$ cat src/rtl/pwm7_pkg.sv
package pwm7_pkg;
  localparam int DUTY_W = 7;
  localparam int SEL_W  = 5;

  // control -> datapath strobes
  typedef struct packed {
    logic load;     // boundary: sample new duty code
    logic running;  // a valid divide ratio is active
  } pwmStrobe_t;
endpackage

$ cat src/rtl/pwm7_ctrl.sv
module pwm7_ctrl
  import pwm7_pkg::*;
#(
  parameter int DUTY_W = pwm7_pkg::DUTY_W,
  parameter int SEL_W  = pwm7_pkg::SEL_W
) (
  input  logic              clk,
  input  logic              rst,
  input  logic [SEL_W-1:0]  freqSel,
  output logic [DUTY_W-1:0] slotIdx,
  output logic              periodStart,
  output pwmStrobe_t        strobe
);
  localparam logic [DUTY_W-1:0] SLOT_LAST = {DUTY_W{1'b1}};

  logic [SEL_W-1:0]  selAct;
  logic [SEL_W-1:0]  preCnt;
  logic [DUTY_W-1:0] slotCnt;
  logic              startQ;
  logic              idle;
  logic              slotEnd;
  logic              periodEnd;
  logic              load;

  assign idle      = (selAct == '0);
  assign slotEnd   = (preCnt == SEL_W'(selAct - 1'b1));
  assign periodEnd = slotEnd && (slotCnt == SLOT_LAST);
  assign load      = idle || periodEnd;

  always_ff @(posedge clk) begin
    if (rst) begin
      selAct  <= '0;
      preCnt  <= '0;
      slotCnt <= '0;
      startQ  <= 1'b0;
    end else if (load) begin
      selAct  <= freqSel;
      preCnt  <= '0;
      slotCnt <= '0;
      startQ  <= (freqSel != '0);
    end else begin
      startQ <= 1'b0;
      if (slotEnd) begin
        preCnt  <= '0;
        slotCnt <= slotCnt + 1'b1;
      end else begin
        preCnt <= preCnt + 1'b1;
      end
    end
  end

  assign slotIdx        = slotCnt;
  assign periodStart    = startQ;
  assign strobe.load    = load;
  assign strobe.running = !idle;
endmodule

$ cat src/rtl/pwm7_datapath.sv
module pwm7_datapath
  import pwm7_pkg::*;
#(
  parameter int DUTY_W = pwm7_pkg::DUTY_W
) (
  input  logic              clk,
  input  logic              rst,
  input  logic [DUTY_W-1:0] dutyCode,
  input  logic [DUTY_W-1:0] slotIdx,
  input  pwmStrobe_t        strobe,
  output logic              pwmOut
);
  localparam logic [DUTY_W-1:0] CODE_FULL = {DUTY_W{1'b1}};

  logic [DUTY_W-1:0] codeAct;
  logic              fullOn;
  logic              inPulse;

  always_ff @(posedge clk) begin
    if (rst) begin
      codeAct <= '0;
    end else if (strobe.load) begin
      codeAct <= dutyCode;
    end
  end

  // top code is pinned high so the (2^W-1)/2^W step is skipped
  assign fullOn  = (codeAct == CODE_FULL);
  assign inPulse = (slotIdx < codeAct);
  assign pwmOut  = strobe.running && (fullOn || inPulse);
endmodule

$ cat src/rtl/pwm7_gen.sv
module pwm7_gen
  import pwm7_pkg::*;
#(
  parameter int DUTY_W = pwm7_pkg::DUTY_W,
  parameter int SEL_W  = pwm7_pkg::SEL_W
) (
  input  logic              clk,
  input  logic              rst,
  input  logic [DUTY_W-1:0] dutyCode,
  input  logic [SEL_W-1:0]  freqSel,
  output logic              pwmOut,
  output logic              periodStart
);
  pwmStrobe_t        strobe;
  logic [DUTY_W-1:0] slotIdx;

  pwm7_ctrl #(.DUTY_W(DUTY_W), .SEL_W(SEL_W)) u_ctrl (
    .clk(clk), .rst(rst), .freqSel(freqSel),
    .slotIdx(slotIdx), .periodStart(periodStart), .strobe(strobe)
  );

  pwm7_datapath #(.DUTY_W(DUTY_W)) u_dp (
    .clk(clk), .rst(rst), .dutyCode(dutyCode),
    .slotIdx(slotIdx), .strobe(strobe), .pwmOut(pwmOut)
  );
endmodule

$ cat config.mk
export PLATFORM = sky130hd
export DESIGN_NAME = pwm7_gen
export DESIGN_NICKNAME = d
export VERILOG_FILES = /design/src/rtl/pwm7_pkg.sv /design/src/rtl/pwm7_ctrl.sv /design/src/rtl/pwm7_datapath.sv /design/src/rtl/pwm7_gen.sv
export SDC_FILE = /design/constraint.sdc
export NUM_CORES = 1
export LEC_CHECK = 0
export CORE_MARGIN = 3
export CORE_UTILIZATION = 36
export DETAILED_ROUTE_END_ITERATION = 10
export PLACE_DENSITY = 0.61
export SETUP_SLACK_MARGIN = 0.15
export SLEW_MARGIN = 0
export SYNTH_ARGS = -nofsm -noshare
export SYNTH_HDL_FRONTEND = slang
export SYNTH_SLANG_ARGS = --single-unit
$ cat constraint.sdc
create_clock -name clk -period 3.3 [get_ports clk]
set_input_delay 0.825 -clock clk [delete_from_list [all_inputs] [get_ports clk]]
set_output_delay 0.825 -clock clk [all_outputs]
set_load 0.01 [all_outputs]
==> flow_summary.ini, run 1 <==
[yosys]
synthCells = 200
synth_top_flop_cell = dfxtp_1
synth.largest_area_cell = dfxtp_1
ys_seq_elements = 25
synthArstFlopShare = 0
yosys.area.top_type_share = 0.306
yosys_warnings = 0
synth.area.top_cells = dfxtp_1 (31%), ha_1 (6.9%), mux2i_1 (5.5%)
avgSynthCellArea_um2 = 8.18
synth_edf_count = 0
netlist_area_um2 = 1640
yosysSeqAreaShare = 0.306
syn_nets = 223
ys_types = 38

[critical_path]
cp-end-kind = output pin
crit_type = reg -> out
crit_required_ns = 2.47
cp_max_fo = 2
startpoint_type = register
critPathArrivalTime_ns = 2.20

[clocking]
clockBufferDepth = 2
insertion_delay_ns = 0.27
cts_tree = built
cts_made_buffers = 3
clkTransAtPathRegs_ns = 0.09
clock_sinks = 25
cts_hold_buf = 0
cts_root_buf = clkbuf_8
cts.htree.levels = 1

[final_layout]
design_area_um2 = 1870
fin_util = 0.446
diodes = 0
areaGrowthSynthToFinish_pct = 14.5
layout-drive-gt1-share = 0.0613
layout.nets = 236
final_cells = 262

[drt]
routedWlPerCell_um = 13.4
drtAntennaViolNets = 0
wirelength_um = 3520
post-route-drc-count = 0
drt_first_pass_iters = 4
vias_per_cell = 5.36
routed-via-count = 1405
drt_iter0_drc = 88

[global_routing]
grt_pass1_vias = 1311
use_met2 = 0.230
antenna_found_initial = 0
grtUsageTotal = 0.140
grt-busiest-layer = met2
use_met1 = 0.191
grt_max_degree = 21
overflow = 0
grt_util_met3 = 0.0219
grt_pass1_wl_um = 6030

[sta]
fin_crit_ns = 3.02
hold_viol = 0
max-slew-margin-rel = 0.475
fin_crit_sh = 0.917
finalSetupViolCount = 0
finalMaxSlewViolations = 0
max_slew.worst_pin.slew_ns = 0.786
fin_skew_ns = 0.00443
fmax_mhz = 331
final.setup.worst_slack_ns = 0.275
finalSetupTns_ns = 0
rsz0062_at_grt = no

[die]
die_h_um = 73.4
fp-row-count = 23
die_area_um2 = 5390
core_um2 = 4200
start_util = 0.389
fp.dieW_um = 73.4
pin_count = 16

[place]
gp_congestion = 0.788
portBuffers = 15
hpwlAfterDp_um = 2610
dpl_worst_slack_ns = 0.557
place_area_um2 = 1820
placedCellCount = 257

[power]
vdd_drop_max_uv = 326
leakagePower_uw = 0.000690
power.density_nw_per_um2 = 723

[worst_hold_path]
hp-class = reg -> reg

[run_status]
status = finished clean

[run]
cap_violations = 0
## synth_stat cells (all sizes together) (2+ instances only)
master and instances:
nor2 16, a32oi 9, clkbuf 8, ha 9, nor4b 2, nand4 3, xor2 4, nand2b 4
mux2i 9, a31o 2, a21oi 9, nor3b 10, nand3 8, nor2b 3, buf 4, a311o 3
dfxtp 25, o21ai 5, xnor2 5, and3 3, nand2 23, inv 12, nor3 11
## worst max-delay path, stage by stage (launching register included)
cell and delay (ns):
dfxtp_1 0.34, inv_1 0.06, ha_1 0.26, a21o_1 0.15
a21oi_1 0.15, o22ai_1 0.10, o41ai_1 0.27, clkdlybuf4s50_1 0.60
## timing repair
action / CTS / global route
gates resized for setup: 0 / 0
setup endpoints to repair: 0 / 1
setup buffers: 0 / 1
## placed cells by master, fill, tap and decap left out, drive strengths merged, types with 3 or more instances in the layout
master and count:
o21ai 5, nor3b 10, dfxtp 25, nor2 16, ha 9, nand3 8
buf 5, mux2i 9, nand2 23, nand4 3, nand2b 4, a32oi 9
clkdlybuf4s50 15, xnor2 5, nor2b 3, a311o 3, a21oi 9, clkbuf 4
inv 12, nor3 11, and3 3, xor2 4
## cells by family after synthesis
family / after synthesis / share of synthesized area
and+or+nand+nor: 87 / 0.275
xor gates and xnor gates: 9 / 0.0482
AOI/OAI and AO/OA: 37 / 0.178
adders and majority gates: 9 / 0.0689
buffers and inverters: 24 / 0.0689
DFF: 25 / 0.306
muxes: 9 / 0.0551
## power breakdown
part | switching (uW) | internal [uW]
clock network | 97.1 | 86.3
logic | 372 | 323
registers | 83.0 | 392
total | 552 | 801
## sequential cells by signal (all words and copies together), names as in the netlist
signal,count
u_ctrl.selAct,5
u_ctrl.slotIdx,7
u_ctrl.preCnt,5
u_dp.codeAct,7
u_ctrl.periodStart,1
## path summary, 6_finish.rpt
check	from	to	slack [ns]	cells past startpoint
worst min register to register	u_ctrl.preCnt[0]	u_ctrl.preCnt[0]	0.49	1
worst max-delay path	u_dp.codeAct[1]	pwmOut	0.28	7
worst min-delay path	u_ctrl.preCnt[0]	u_ctrl.preCnt[0]	0.49	1
worst max register to register	u_ctrl.selAct[0]	u_ctrl.slotIdx[3]	0.87	8
## metrics by stage
| step | hold WS, ns | total power [uW] |
|---|---|---|
| 3_5_place_dp | 0.479 | 1160 |
| 2_1_floorplan | 0.440 | 992 |
| 3_3_place_gp | 0.474 | 1170 |
| 5_1_grt | 0.556 | 1470 |
| 4_1_cts | 0.500 | 1350 |
| 6_report | 0.489 | 1350 |
## metal layers
layer  part of all wire  wire, um  vias up
li1                   -         -      742
met1               0.52      1830      645
met2               0.45      1570       16
met3              0.029       101        2
met4             0.0037        13        0
met5                  0         0        -
## final cells by class
class | instances | area, um^2
clock buffers | 4 | 45.0
multi-input cells | 151 | 1030
well taps | 50 | 62.6
fillers | 438 | 2330
inverters | 12 | 45.0
flip-flops and latches | 25 | 500
repair buffers | 20 | 188
(Power assumes the default switching activity.)
==> inputs of run 2 (changes only) <==
--- a/config.mk
+++ b/config.mk
@@ -7,2 +7,3 @@
 export LEC_CHECK = 0
+export ABC_AREA = 1
 export CORE_MARGIN = 3
==> constraint.sdc (replaced) <==
create_clock -name clk -period 3.3 [get_ports clk]
set_input_delay 0.33 -clock clk [delete_from_list [all_inputs] [get_ports clk]]
set_output_delay 0.33 -clock clk [all_outputs]
set_load 0.01 [all_outputs]
==> flow_summary.ini, run 2 <==
[die]
core_um2 = 3770
pin_count = 16
die_area_um2 = 4850
start_util = 0.387
fp-row-count = 22
die_h_um = 69.7
fp.dieW_um = 69.7

[global_routing]
grt_pass1_vias = 1198
grtUsageTotal = 0.125
grt_pass1_wl_um = 5080
antenna_found_initial = 0
overflow = 0
grt_max_degree = 28

[worst_hold_path]
hp-class = reg -> reg
hold_path_startpoint = u_dp.codeAct[1]
hold_path_depth = 2
hold_end = u_dp.codeAct[1]

[final_layout]
layout-drive-gt1-share = 0.0737
layout.nets = 241
fillers = 376
fin_util = 0.447
areaGrowthSynthToFinish_pct = 15.5
final_cells = 265
mostFrequentLayoutCells = nand2_1 (50), inv_1 (26), dfxtp_1 (25)
diodes = 0
final_common_cell = nand2_1

[clocking]
cts_made_buffers = 3
clockBufferDepth = 2
cts_hold_buf = 0
cts.htree.levels = 1
insertion_delay_ns = 0.27
post_cts_buffers = 0
cts_root_buf = clkbuf_8
cts-resized-gates = 0
clkTransAtPathRegs_ns = 0.09
cts_tree = built
clock_sinks = 25

[critical_path]
critPathArrivalTime_ns = 2.11
r2r-start = u_ctrl.selAct[0]
cp-end-kind = output pin
critPathLaunch = u_ctrl.slotIdx[2]
startpoint_type = register
crit_required_ns = 2.97
r2r_end = u_ctrl.selAct[4]
rr_worst_depth = 11
crit_type = reg -> out
r2r_slack_ns = 1.34
cp_max_fo = 7

[run]
cap_violations = 0

[sta]
fin_crit_sh = 0.739
timing.hold.ws_ns = 0.488
max_slew.worst_pin.slew_ns = 0.767
hold_viol = 0
rsz0062_at_grt = no
finalSetupViolCount = 0
fin_skew_ns = 0.00394
finalSetupTns_ns = 0
finalMaxSlewViolations = 0
max-slew-margin-rel = 0.485
fin_crit_ns = 2.44
fmax_mhz = 410

[place]
gp_congestion = 0.747
portBuffers = 15
hpwlAfterDp_um = 2110
placedCellCount = 261

[drt]
drt_first_pass_iters = 6
routed-via-count = 1270
routedWlPerCell_um = 10.6
drt_iter0_drc = 50
post-route-drc-count = 0
wirelength_um = 2810
vias_per_cell = 4.79
drtAntennaViolNets = 0

[yosys]
ys_seq_elements = 25
netlist_area_um2 = 1460
synthArstFlopShare = 0
yosysSeqAreaShare = 0.343
synth_top_flop_cell = dfxtp_1
synth_edf_count = 0
synth.largest_area_cell = dfxtp_1
synth_common_cells = nand2_1 (50), inv_1 (26), dfxtp_1 (25)
synthCells = 203
avgSynthCellArea_um2 = 7.19
syn_nets = 226
yosysMostFrequentCell = nand2_1
synth.area.top_cells = dfxtp_1 (34%), nand2_1 (13%), nand3_1 (8.2%)
ys_types = 30
yosys_warnings = 0
yosys.area.top_type_share = 0.343

[power]
totalPowerFinal_uw = 1430
power.density_nw_per_um2 = 846
vdd_drop_max_uv = 478
leakagePower_uw = 0.000760

[run_status]
status = finished clean
==> run 2: cells by family after synthesis <==
| kind of cell | count (synthesis) | share of synthesized area |
|---|---|---|
| and+or+nand+nor | 122 | 0.423 |
| buffers and inverters | 35 | 0.0969 |
| DFF | 25 | 0.343 |
| adders and majority gates | 9 | 0.0772 |
| AOI/OAI and AO/OA | 6 | 0.0240 |
| xor gates and xnor gates | 6 | 0.0360 |
==> run 2: power by group <==
part / total, uW / switching, uW / internal (uW)
registers: 460 / 68.4 / 391
clock network: 186 / 99.8 / 86.4
logic: 779 / 493 / 287
==> run 2: worst max path at each step <==
stage	endpoint	slack, ns
global placement	pwmOut	1.19
detailed placement	pwmOut	1.17
finish	pwmOut	0.86
floorplan	u_ctrl.selAct[0]	1.61
CTS	pwmOut	0.84
global route	pwmOut	0.66
==> run 2: worst max-delay path: stages, from the launching register on <==
cell	delay, ns
dfxtp_1	0.46
ha_1	0.29
a21oi_1	0.13
nand2_1	0.06
nand4_1	0.06
o211ai_1	0.08
a21boi_0	0.19
clkdlybuf4s50_1	0.57
==> run 2: area by class of cell <==
cell class	count	area [um^2]	share of cell area
multi-input cells	143	817	0.485
flip-flops and latches	25	500	0.297
repair buffers	15	150	0.0891
inverters	30	113	0.0668
clock buffers	4	45.0	0.0267
well taps	48	60.1	0.0356
==> run 2: metrics by stage <==
stage | area (um^2) | worst slack (ns)
finish | 1690 | 0.862
global route | 1690 | 0.655
CTS | 1690 | 0.839
detailed placement | 1640 | 1.17
global placement | 1640 | 1.19
floorplan | 1460 | 1.61
==> run 2: layer usage <==
| metal | global-route usage | vias to the layer above | routed length, um |
|---|---|---|---|
| li1 | - | 688 | - |
| met1 | 0.162 | 565 | 1440 |
| met2 | 0.206 | 15 | 1270 |
| met3 | 0.0246 | 2 | 81 |
| met4 | 0.0447 | 0 | 22 |
| met5 | 0 | - | 0 |
